### src/rtl/dvfs_pkg.sv
package dvfs_pkg;

    // Word index of each register (byte offset = 4 * index)
    localparam int unsigned RI_STATUS = 0;
    localparam int unsigned RI_NDOM   = 1;
    localparam int unsigned RI_DIDX   = 2;
    localparam int unsigned RI_LAT    = 3;
    localparam int unsigned RI_DOMID  = 4;
    localparam int unsigned RI_PERF   = 5;
    localparam int unsigned RI_ACK    = 6;
    localparam int unsigned RI_NLVL   = 7;
    localparam int unsigned RI_LSEL   = 8;
    localparam int unsigned RI_FREQ   = 9;
    localparam int unsigned RI_VOLT   = 10;
    localparam int unsigned NUM_REGS  = 11;

    // Odd domain slots expose one level fewer than the maximum
    function automatic int unsigned lvl_count(int unsigned slot, int unsigned max_lv);
        if ((slot % 2) == 1 && max_lv > 1)
            return max_lv - 1;
        return max_lv;
    endfunction

endpackage

### src/rtl/dvfs_level_table.sv
module dvfs_level_table #(
    parameter int NUM_DOM       = 3,
    parameter int MAX_LV        = 4,
    parameter int DOM_W         = 2,
    parameter int FREQ_BASE_KHZ = 1000000,
    parameter int FREQ_DOM_KHZ  = 100000,
    parameter int FREQ_LVL_KHZ  = 200000,
    parameter int VOLT_BASE_UV  = 1000000,
    parameter int VOLT_DOM_UV   = 50000,
    parameter int VOLT_LVL_UV   = 100000
) (
    input  logic [DOM_W-1:0] slot_i,
    input  logic [31:0]      lsel_i,
    output logic [31:0]      nlev_o,
    output logic [31:0]      freq_o,
    output logic [31:0]      volt_o
);
    import dvfs_pkg::*;

    logic [31:0] nlev_tab [NUM_DOM];
    logic [31:0] freq_tab [NUM_DOM][MAX_LV];
    logic [31:0] volt_tab [NUM_DOM][MAX_LV];

    for (genvar d = 0; d < NUM_DOM; d++) begin : g_dom
        assign nlev_tab[d] = 32'(lvl_count(d, MAX_LV));
        for (genvar l = 0; l < MAX_LV; l++) begin : g_lvl
            assign freq_tab[d][l] = 32'(FREQ_BASE_KHZ + d * FREQ_DOM_KHZ - l * FREQ_LVL_KHZ);
            assign volt_tab[d][l] = 32'(VOLT_BASE_UV + d * VOLT_DOM_UV - l * VOLT_LVL_UV);
        end
    end

    always_comb begin
        nlev_o = '0;
        freq_o = '0;
        volt_o = '0;
        for (int d = 0; d < NUM_DOM; d++) begin
            if (DOM_W'(d) == slot_i) begin
                nlev_o = nlev_tab[d];
                for (int l = 0; l < MAX_LV; l++) begin
                    if (32'(l) == lsel_i && lsel_i < nlev_tab[d]) begin
                        freq_o = freq_tab[d][l];
                        volt_o = volt_tab[d][l];
                    end
                end
            end
        end
    end

endmodule

### src/rtl/dvfs_ack_timer.sv
module dvfs_ack_timer #(
    parameter int LAT_W = 16
) (
    input  logic             clk,
    input  logic             rst_n,
    input  logic             start_i,
    input  logic [LAT_W-1:0] lat_i,
    input  logic             clr_i,
    output logic             ack_o
);
    typedef struct packed {
        logic             busy;
        logic [LAT_W-1:0] cnt;
        logic             ack;
    } tmr_t;

    tmr_t st_d, st_q;

    always_comb begin
        st_d = st_q;
        if (clr_i && st_q.ack)
            st_d.ack = 1'b0;
        if (start_i) begin
            st_d.busy = 1'b1;
            st_d.cnt  = lat_i;
            st_d.ack  = 1'b0;
        end else if (st_q.busy) begin
            if (st_q.cnt == '0) begin
                st_d.busy = 1'b0;
                st_d.ack  = 1'b1;
            end else begin
                st_d.cnt = st_q.cnt - 1'b1;
            end
        end
    end

    always_ff @(posedge clk or negedge rst_n) begin
        if (!rst_n) st_q <= '0;
        else        st_q <= st_d;
    end

    assign ack_o = st_q.ack;


    ack_drop_chk: assert property (@(posedge clk) disable iff (!rst_n)
        start_i |=> !ack_o);


    ack_wait_chk: assert property (@(posedge clk) disable iff (!rst_n)
        (st_q.busy && st_q.cnt != '0 && !start_i) |=> (!ack_o && st_q.busy));


    ack_rise_chk: assert property (@(posedge clk) disable iff (!rst_n)
        $rose(ack_o) |-> $past(st_q.busy));


    rd_clear_chk: assert property (@(posedge clk) disable iff (!rst_n)
        (clr_i && ack_o && !start_i) |=> !ack_o);

endmodule

### src/rtl/dvfs_regif.sv
module dvfs_regif #(
    parameter int NUM_DOM       = 3,
    parameter int MAX_LV        = 4,
    parameter int ID_BASE       = 1,
    parameter int ID_STEP       = 2,
    parameter int ID_W          = 8,
    parameter bit DVFS_EN       = 1'b1,
    parameter int LAT_W         = 16,
    parameter int LAT_RESET     = 8,
    parameter int ADDR_W        = 6,
    parameter int FREQ_BASE_KHZ = 1000000,
    parameter int FREQ_DOM_KHZ  = 100000,
    parameter int FREQ_LVL_KHZ  = 200000,
    parameter int VOLT_BASE_UV  = 1000000,
    parameter int VOLT_DOM_UV   = 50000,
    parameter int VOLT_LVL_UV   = 100000,
    localparam int DOM_W = (NUM_DOM > 1) ? $clog2(NUM_DOM) : 1,
    localparam int LVL_W = (MAX_LV > 1) ? $clog2(MAX_LV) : 1
) (
    input  logic              clk,
    input  logic              rst_n,
    input  logic              bus_sel_i,
    input  logic              bus_wr_i,
    input  logic [ADDR_W-1:0] bus_addr_i,
    input  logic [31:0]       bus_wdata_i,
    output logic [31:0]       bus_rdata_o,
    output logic              req_valid_o,
    output logic [ID_W-1:0]   req_dom_id_o,
    output logic [LVL_W-1:0]  req_level_o
);
    import dvfs_pkg::*;

    localparam int WIDX_W = ADDR_W - 2;

    typedef struct packed {
        logic [DOM_W-1:0]              didx;
        logic [DOM_W-1:0]              slot;
        logic [LAT_W-1:0]              lat;
        logic [31:0]                   lsel;
        logic [NUM_DOM-1:0][LVL_W-1:0] perf;
        logic                          req;
        logic [ID_W-1:0]               req_id;
        logic [LVL_W-1:0]              req_lvl;
    } regs_t;

    regs_t st_d, st_q;

    logic [WIDX_W-1:0] widx;
    logic              aligned;
    logic              wr_en;
    logic              rd_en;
    logic [31:0]       nlev;
    logic [31:0]       freq;
    logic [31:0]       volt;
    logic              ack;
    logic              id_hit;
    logic [DOM_W-1:0]  id_slot;
    logic [ID_W-1:0]   cur_id;
    logic [31:0]       lvl_clamp;
    logic              tmr_start;
    logic              tmr_clr;

    assign widx    = bus_addr_i[ADDR_W-1:2];
    assign aligned = (bus_addr_i[1:0] == 2'b00);
    assign wr_en   = bus_sel_i && bus_wr_i && aligned;
    assign rd_en   = bus_sel_i && !bus_wr_i && aligned;
    assign cur_id  = ID_W'(32'(ID_BASE) + 32'(st_q.slot) * 32'(ID_STEP));

    dvfs_level_table #(
        .NUM_DOM      (NUM_DOM),
        .MAX_LV       (MAX_LV),
        .DOM_W        (DOM_W),
        .FREQ_BASE_KHZ(FREQ_BASE_KHZ),
        .FREQ_DOM_KHZ (FREQ_DOM_KHZ),
        .FREQ_LVL_KHZ (FREQ_LVL_KHZ),
        .VOLT_BASE_UV (VOLT_BASE_UV),
        .VOLT_DOM_UV  (VOLT_DOM_UV),
        .VOLT_LVL_UV  (VOLT_LVL_UV)
    ) u_table (
        .slot_i(st_q.slot),
        .lsel_i(st_q.lsel),
        .nlev_o(nlev),
        .freq_o(freq),
        .volt_o(volt)
    );

    assign tmr_start = DVFS_EN && wr_en && (32'(widx) == RI_PERF);
    assign tmr_clr   = rd_en && (32'(widx) == RI_ACK);

    dvfs_ack_timer #(.LAT_W(LAT_W)) u_timer (
        .clk    (clk),
        .rst_n  (rst_n),
        .start_i(tmr_start),
        .lat_i  (st_q.lat),
        .clr_i  (tmr_clr),
        .ack_o  (ack)
    );

    // Identifier lookup and level clamp
    always_comb begin
        id_hit  = 1'b0;
        id_slot = '0;
        for (int d = 0; d < NUM_DOM; d++) begin
            if (bus_wdata_i == 32'(ID_BASE + d * ID_STEP)) begin
                id_hit  = 1'b1;
                id_slot = DOM_W'(d);
            end
        end
        if (bus_wdata_i >= nlev) lvl_clamp = nlev - 32'd1;
        else                     lvl_clamp = bus_wdata_i;
    end

    // Next-state
    always_comb begin
        st_d     = st_q;
        st_d.req = 1'b0;
        if (wr_en) begin
            case (32'(widx))
                RI_DIDX: begin
                    if (bus_wdata_i < 32'(NUM_DOM)) begin
                        st_d.didx = bus_wdata_i[DOM_W-1:0];
                        st_d.slot = bus_wdata_i[DOM_W-1:0];
                    end
                end
                RI_LAT:   st_d.lat = bus_wdata_i[LAT_W-1:0];
                RI_DOMID: if (id_hit) st_d.slot = id_slot;
                RI_PERF: begin
                    if (DVFS_EN) begin
                        st_d.perf[st_q.slot] = lvl_clamp[LVL_W-1:0];
                        st_d.req             = 1'b1;
                        st_d.req_id          = cur_id;
                        st_d.req_lvl         = lvl_clamp[LVL_W-1:0];
                    end
                end
                RI_LSEL:  st_d.lsel = bus_wdata_i;
                default: ;
            endcase
        end
    end

    always_ff @(posedge clk or negedge rst_n) begin
        if (!rst_n) begin
            st_q     <= '0;
            st_q.lat <= LAT_W'(LAT_RESET);
        end else begin
            st_q <= st_d;
        end
    end

    // Read mux
    always_comb begin
        bus_rdata_o = '0;
        if (rd_en) begin
            case (32'(widx))
                RI_STATUS: bus_rdata_o = 32'(DVFS_EN);
                RI_NDOM:   bus_rdata_o = 32'(NUM_DOM);
                RI_DIDX:   bus_rdata_o = 32'(st_q.didx);
                RI_LAT:    bus_rdata_o = 32'(st_q.lat);
                RI_DOMID:  bus_rdata_o = 32'(cur_id);
                RI_PERF:   bus_rdata_o = 32'(st_q.perf[st_q.slot]);
                RI_ACK:    bus_rdata_o = {31'd0, ack};
                RI_NLVL:   bus_rdata_o = nlev;
                RI_LSEL:   bus_rdata_o = st_q.lsel;
                RI_FREQ:   bus_rdata_o = freq;
                RI_VOLT:   bus_rdata_o = volt;
                default:   bus_rdata_o = '0;
            endcase
        end
    end

    assign req_valid_o  = st_q.req;
    assign req_dom_id_o = st_q.req_id;
    assign req_level_o  = st_q.req_lvl;


    req_src_chk: assert property (@(posedge clk) disable iff (!rst_n)
        req_valid_o |-> $past(bus_sel_i && bus_wr_i && (bus_addr_i == ADDR_W'(RI_PERF * 4))));


    slot_hold_chk: assert property (@(posedge clk) disable iff (!rst_n)
        !(bus_sel_i && bus_wr_i) |=> $stable(st_q.slot));


    lvl_range_chk: assert property (@(posedge clk) disable iff (!rst_n)
        32'(st_q.perf[st_q.slot]) < nlev);

    if (!DVFS_EN) begin : g_off

        off_quiet_chk: assert property (@(posedge clk) disable iff (!rst_n)
            !req_valid_o && !ack);
    end

endmodule

### config.mk
export PLATFORM = sky130hd
export DESIGN_NAME = dvfs_regif
export DESIGN_NICKNAME = d
export VERILOG_FILES = /design/src/rtl/dvfs_pkg.sv /design/src/rtl/dvfs_level_table.sv /design/src/rtl/dvfs_ack_timer.sv /design/src/rtl/dvfs_regif.sv
export SDC_FILE = /design/constraint.sdc
export NUM_CORES = 1
export LEC_CHECK = 0
export BUFFER_PORTS_ARGS = -buffer_cell sky130_fd_sc_hd__buf_2
export CORE_UTILIZATION = 57
export CTS_CLUSTER_DIAMETER = 80
export DETAILED_ROUTE_END_ITERATION = 7
export GPL_TIMING_DRIVEN = 0
export PLACE_DENSITY = 0.81
export SLEW_MARGIN = 15
export SYNTH_ARGS = -nofsm -noshare
export SYNTH_HDL_FRONTEND = slang
export SYNTH_SLANG_ARGS = --single-unit
### constraint.sdc
create_clock -name clk -period 3.35 [get_ports clk]
set_input_delay 0.1675 -clock clk [delete_from_list [all_inputs] [get_ports clk]]
set_output_delay 0.1675 -clock clk [all_outputs]
set_load 0.05 [all_outputs]
=== After elaboration in Yosys (flattened, before gate mapping) ===
Cells that the tools add are included.

* Add/sub/neg operators: 3
* Order comparisons: 6
* Equality and inequality tests: 21
* Muxes and demuxes: 56
* Reductions and logical operators: 30

{| class="wikitable"
|+ Operators by type and width
! operator !! number
|-
| 32-bit 2-to-1 mux || 23
|-
| 32-bit case mux with 11 select lines || 1
|-
| 20-bit 2-to-1 mux || 7
|-
| 2-bit by 32-bit == test with 1-bit output (first input constant) || 2
|-
| 32-bit by 2-bit < comparator with 1-bit output (second input constant) || 2
|-
| 18-bit 2-to-1 mux || 2
|-
| 1-bit by 32-bit == test with 1-bit output (first input constant) || 1
|-
| 32-bit by 1-bit == test with 1-bit output (second input constant) || 1
|-
| 32-bit by 2-bit == test with 1-bit output (second input constant) || 1
|-
| 32-bit by 3-bit == test with 1-bit output (second input constant) || 1
|-
| 32-bit by 3-bit greater-or-equal comparator with 1-bit output || 1
|-
| 32-bit logical NOT || 1
|-
| 32-bit by 3-bit < comparator with 1-bit output (second input constant) || 1
|-
| 11-bit 2-to-1 mux || 2
|-
| 4-bit by 3-bit == test with 1-bit output (second input constant) || 4
|-
| 1-bit logical AND || 16
|-
| 16-bit logical NOT || 1
|-
| 16-bit 2-to-1 mux || 1
|-
| 16-bit by 1-bit subtractor with 16-bit output (second input constant) || 1
|-
| 4-bit == test (second input constant) || 3
|-
| 2-bit 2-to-1 mux || 6
|-
| 3-bit 2-to-1 mux || 3
|-
| 4-bit by 2-bit == test with 1-bit output (second input constant) || 2
|-
| 2-bit AND reduction || 4
|-
| other kinds (19) || 29
|}

* Flip-flop bits (word level): 87
* Input port bits: 42
* Output and inout port bits: 43

=== Depth between registers and ports, before layout ===
* Depth after elaboration: 19
* Depth in mapped cells: 9
* Gate-level depth less buffers: 8

=== By module ===
A second synthesis with hierarchy kept.

* Cell total of the unflattened synthesis: 790
* Area, all modules: 6757.7 sq um

{| class="wikitable"
|+ Modules (own cells, without submodules)
! module !! times used !! cells an instance !! area each (sq um)
|-
| dvfs_regif || 1 || 476 || 4496.8
|-
| dvfs_ack_timer || 1 || 135 || 1131.1
|-
| dvfs_level_table || 1 || 179 || 1129.8
|}

=== Worst setup path after synthesis ===
No wires, ideal clock.

* Kind: flip-flop to output port
* Start: register st_q[19] (netlist bit)
* End: output port bus_rdata_o[6]
* Data arrival time: 2.266 ns
* Required time: 3.182 ns
* Setup slack: 0.916 ns
* Stages on the path, launching flop included: 7
* Cell sequence: dfrtp_1 > nor4b_1 > buf_2 > nand2_1 > nor3_2 > a222oi_1 > o22ai_1

* Longest elaborated chain between the ends: 19

{| class="wikitable"
|+ Ends and longest elaborated chain
! item !! line !! source
|-
| start, declared || dvfs_regif.sv:46 || <nowiki>regs_t st_d, st_q;</nowiki>
|-
| start signal, assigned || dvfs_regif.sv:146 || <nowiki>st_q <= st_d;</nowiki>
|-
| 32-bit by 3-bit < comparator with 1-bit output / 32-bit logical NOT (equally long branches) || dvfs_level_table.sv:40 || <nowiki>if (32'(l) == lsel_i && lsel_i < nlev_tab[d]) begin</nowiki>
|-
| 1-bit logical AND || dvfs_level_table.sv:40 ||
|-
| 20-bit 2-to-1 mux (4 in series) || dvfs_level_table.sv:40 ||
|-
| 32-bit 2-to-1 mux || dvfs_level_table.sv:37 || <nowiki>if (DOM_W'(d) == slot_i) begin</nowiki>
|-
| 32-bit 2-to-1 mux (4 in series) || dvfs_level_table.sv:40 ||
|-
| 32-bit 2-to-1 mux || dvfs_level_table.sv:37 ||
|-
| 32-bit 2-to-1 mux (4 in series) || dvfs_level_table.sv:40 ||
|-
| 32-bit 2-to-1 mux || dvfs_level_table.sv:37 ||
|-
| 32-bit case mux with 11 select lines * || dvfs_regif.sv:154 || <nowiki>case (32'(widx))</nowiki>
|-
| 32-bit 2-to-1 mux * || dvfs_regif.sv:153 || <nowiki>if (rd_en) begin</nowiki>
|-
| end, declared || dvfs_regif.sv:26 || <nowiki>output logic [31:0] bus_rdata_o,</nowiki>
|}

Mark *: on every way between the ends. The rest lies on a longest branch, timed or not.

=== Worst setup path in the final report ===
* Start: register st_q[24] (netlist bit)
* End: output port bus_rdata_o[7]

* Longest elaborated chain between the ends: 18

{| class="wikitable"
|+ Ends and longest elaborated chain
! item !! line
|-
| 32-bit by 3-bit < comparator with 1-bit output / 1-bit by 32-bit == test with 1-bit output (equally long branches) || dvfs_level_table.sv:40
|-
| 1-bit logical AND || dvfs_level_table.sv:40
|-
| 20-bit 2-to-1 mux (3 in series) || dvfs_level_table.sv:40
|-
| 32-bit 2-to-1 mux || dvfs_level_table.sv:37
|-
| 32-bit 2-to-1 mux (4 in series) || dvfs_level_table.sv:40
|-
| 32-bit 2-to-1 mux || dvfs_level_table.sv:37
|-
| 32-bit 2-to-1 mux (4 in series) || dvfs_level_table.sv:40
|-
| 32-bit 2-to-1 mux || dvfs_level_table.sv:37
|-
| 32-bit case mux with 11 select lines * || dvfs_regif.sv:154
|-
| 32-bit 2-to-1 mux * || dvfs_regif.sv:153
|}

Marks and branches as above.

==> impl_metrics.csv <==
group,metric,value,unit
logic_synthesis,ys_top_cells_by_area,"dfrtp_1, mux2_2, nand2_1, o21ai_0, a21oi_1",
logic_synthesis,synthTopCellsByCount,"dfrtp_1, mux2_2, nand2_1",
pwr,power_frac_comb,21.0,%
timing,hold_viol,0,
floorplanning,die_y,96.7,µm
timing,max_freq,0.319,GHz
layout,n_antenna_cell,0,
timing,worstMarginPinSlew,1.10,ns
timing,timing.final.crit_share,93.6,%
placement,portBuffers,79,
layout,drive_above_1_share,28.3,%
clocking,cts_root_buf,"clkbuf_8",
pwr,p_leak,2.67,nW
logic_synthesis,synth_area_leader_cell,"dfrtp_1",
pwr,power.share.switching,32.8,%
timing,hold_slack,0.0509,ns
critical_path,path_class,"flop to output port",
grt,first_global_vias,4833,
critical_path,worstPathCellList,"nor4_1 > nand4_1 > nor2_1 > clkbuf_1 > o21ai_0 > a21oi_1 > buf_2",
clocking,cts_buffer_depth,2,
timing,fin_crit,3.14,ns
clocking,cts_tree,"yes",
timing,slew_viol_final,0,
worst_hold_path,min_path_type,"input port to flop",
placement,hpwl,11900,µm
drt,vias,4838,
floorplanning,coreArea,8720,µm²
clocking,ctsResizeCount,0,
drt,drtIter0Drc,406,
layout,area_growth,15.6,%
critical_path,critPathMaxFanout,10,
logic_synthesis,syn-cell-area,5110,µm²
logic_synthesis,synth_most_common_cell,"dfrtp_1",
pwr,power.share.sequential,48.0,%
layout,num-fill-cells,701,
drt,drc_errors,0,
critical_path,cp_num_buf_inv,2,
grt,gr-total-overflow,0,
logic_synthesis,yosysWarnings,0,
drt,routed_via_density,6.37,
clocking,path_clk_slew,0.10,ns
critical_path,cp_top_family,"simple AND/OR/NAND/NOR gates",
grt,grt_pass1_wl,25600,µm
logic_synthesis,synth_edf_count,0,
critical_path,endpoint_kind,"output port",
pwr,power_frac_clock,30.9,%
clocking,insertion_delay,0.36,ns
clocking,h-tree-depth,3,
timing,timing.slew.headroom,26.5,%
critical_path,max_stage_delay,0.43,ns
job,cap_violations,0,
grt,grt_max_degree,64,
timing,setup_viol,0,
pwr,p_int,1.71,mW
layout,nets,692,
logic_synthesis,synthArstFlopShare,100,%
clocking,post_cts_buffers,0,
drt,antenna_left,0,
critical_path,setup.worst_path.start_class,"flop",
timing,finalClockSkew,0.00979,ns
floorplanning,pin_count,85,
drt,routed_wl,15600,µm
floorplanning,floorplan.rows,34,
logic_synthesis,synth_ff_type,"dfrtp_1",
timing,rsz0062_at_grt,"no",
clocking,cts_inserted_buffers,9,
pwr,power.switching,0.832,mW
critical_path,cp_slowest_cell,"dfrtp_1",
pwr,total_power,2.54,mW
critical_path,critPathRequiredTime,3.18,ns
logic_synthesis,ys_types,63,
drt,post_drt_wl_per_cell,20.5,µm
floorplanning,dieWidth,96.7,µm
run_status,status,"finished clean",
floorplanning,die_area,9360,µm²
logic_synthesis,yosysTopAreaCellShare,39.6,%
logic_synthesis,synth.ff_latch_count,82,
logic_synthesis,seq_area_frac_synth,40.1,%
grt,antenna_found_initial,1,
floorplanning,initial_utilization,58.7,%
logic_synthesis,syn_inst,550,
clocking,clkSinkCount,82,
placement,gp_congestion,0.967,
pwr,power.density,429,nW/µm²
grt,grt_usage,34.8,%
critical_path,arrival,2.97,ns
logic_synthesis,synth.avg_cell_area,9.30,µm²
timing,fin_setup_tns,0,ns
pwr,ir_worst_vdd,0.445,mV
drt,dr.pass1.iters,5,
[per-layer routing]
metal	vias up	wire, µm	share of wire, %	GRT usage, %
met5	-	0	0	0
met4	0	561	3.6	13.8
met3	43	1330	8.5	7.73
met2	270	7270	47	54.5
met1	2315	6420	41	47.1
li1	2210	-	-	-
[cell type report]
class	count	area, µm²	area share (%)
Sequential cell	82	2050	34.7
Timing Repair Buffer	81	435	7.36
Clock inverter	6	76.3	1.29
Tap cell	108	135	2.28
Clock buffer	10	138	2.33
Multi-Input combinational cell	416	2810	47.6
Buffer	45	221	3.74
Inverter	11	41.3	0.698
[stage by stage]
stage / cells / setup slack [ns] / cell area, µm² / util (%)
after global routing: 759 / 0.123 / 5910 / 67.8
after CTS: 759 / 0.267 / 5910 / 67.8
final: 759 / 0.214 / 5910 / 67.8
after global placement: 741 / 0.519 / 5660 / 64.9
after detailed placement: 742 / 0.530 / 5690 / 65.3
after floorplan: 554 / 0.916 / 5130 / -
[path summary, 6_finish.rpt]
path	startpoint	slack [ns]	cells past startpoint	end
worst max-delay path	st_q[24]$_DFFE_PN0P_	0.21	7	bus_rdata_o[7]
worst min-delay path	bus_wdata_i[27]	0.05	2	st_q[44]$_DFFE_PN0P_
worst max register to register	st_q[65]$_DFFE_PN0P_	0.48	8	st_q[14]$_DFFE_PN0P_
worst min register to register	req_dom_id_o[0]$_DFFE_PN0P_	0.48	1	req_dom_id_o[0]$_DFFE_PN0P_
max in group asynchronous	rst_n	2.50	3	st_q[52]$_DFFE_PN1P_
min in group asynchronous	rst_n	0.22	2	req_level_o[0]$_DFFE_PN0P_
[logic make-up (layout without fill, tap and decap cells)]
group | Yosys count | after routing | synth area share [%]
AND/OR/NAND/NOR | 204 | 204 | 21.5
adder cells (fa/ha/maj) | 4 | 4 | 0.979
XOR/XNOR | 17 | 17 | 2.91
multiplexers | 62 | 62 | 13.6
other | 1 | 5 | 0.0733
flip-flops | 82 | 82 | 40.1
buffers and inverters | 56 | 153 | 5.14
AO/OA/AOI/OAI | 124 | 124 | 15.7
[sequential cells by signal (all words and copies together) (netlist names)]
register	count
u_timer.st_q	17
req_dom_id_o	3
req_level_o	2
st_q	58
req_valid_o	1
u_timer.ack_o	1
[power groups by stage]
| stage | logic, mW | clock network [mW] | registers, mW |
|---|---|---|---|
| 2_1_floorplan | 0.375 | 0 | 1.20 |
| 3_3_place_gp | 0.510 | 0 | 1.22 |
| 3_5_place_dp | 0.523 | 0 | 1.23 |
| 4_1_cts | 0.528 | 0.795 | 1.22 |
| 5_1_grt | 0.583 | 0.841 | 1.23 |
| 6_report | 0.534 | 0.785 | 1.22 |
[cells in the final DEF (no fill, tap or decap), types with 4 or more instances in the layout]
cell type and instances:
o21ai_0 36, dfrtp_1 81, nor3b_1 4, nand2_1 52
xor2_1 12, o211ai_1 5, nor3_1 11, nor4_1 15
nand3_1 18, a31oi_1 5, o22ai_1 4, nor2_1 29
nand2b_1 12, inv_1 9, clkbuf_8 10, mux2_2 58
nor2b_1 9, mux2i_1 4, conb_1 5, a21oi_1 27
and2_1 8, inv_6 4, ha_1 4, clkbuf_1 24
buf_4 11, buf_2 84, o21a_1 4, and3_1 16
nand4_1 15, o2111ai_1 5, xnor2_1 5, a22oi_1 14
a32oi_1 5, buf_1 4
[what timing repair did]
| action | 4_1_cts | 5_1_grt |
|---|---|---|
| hold endpoints to repair | 19 | 0 |
| endpoints found under the setup margin | 0 | 0 |
| hold buffers | 1 | 0 |
No activity file was read; power rests on OpenSTA's default activity.
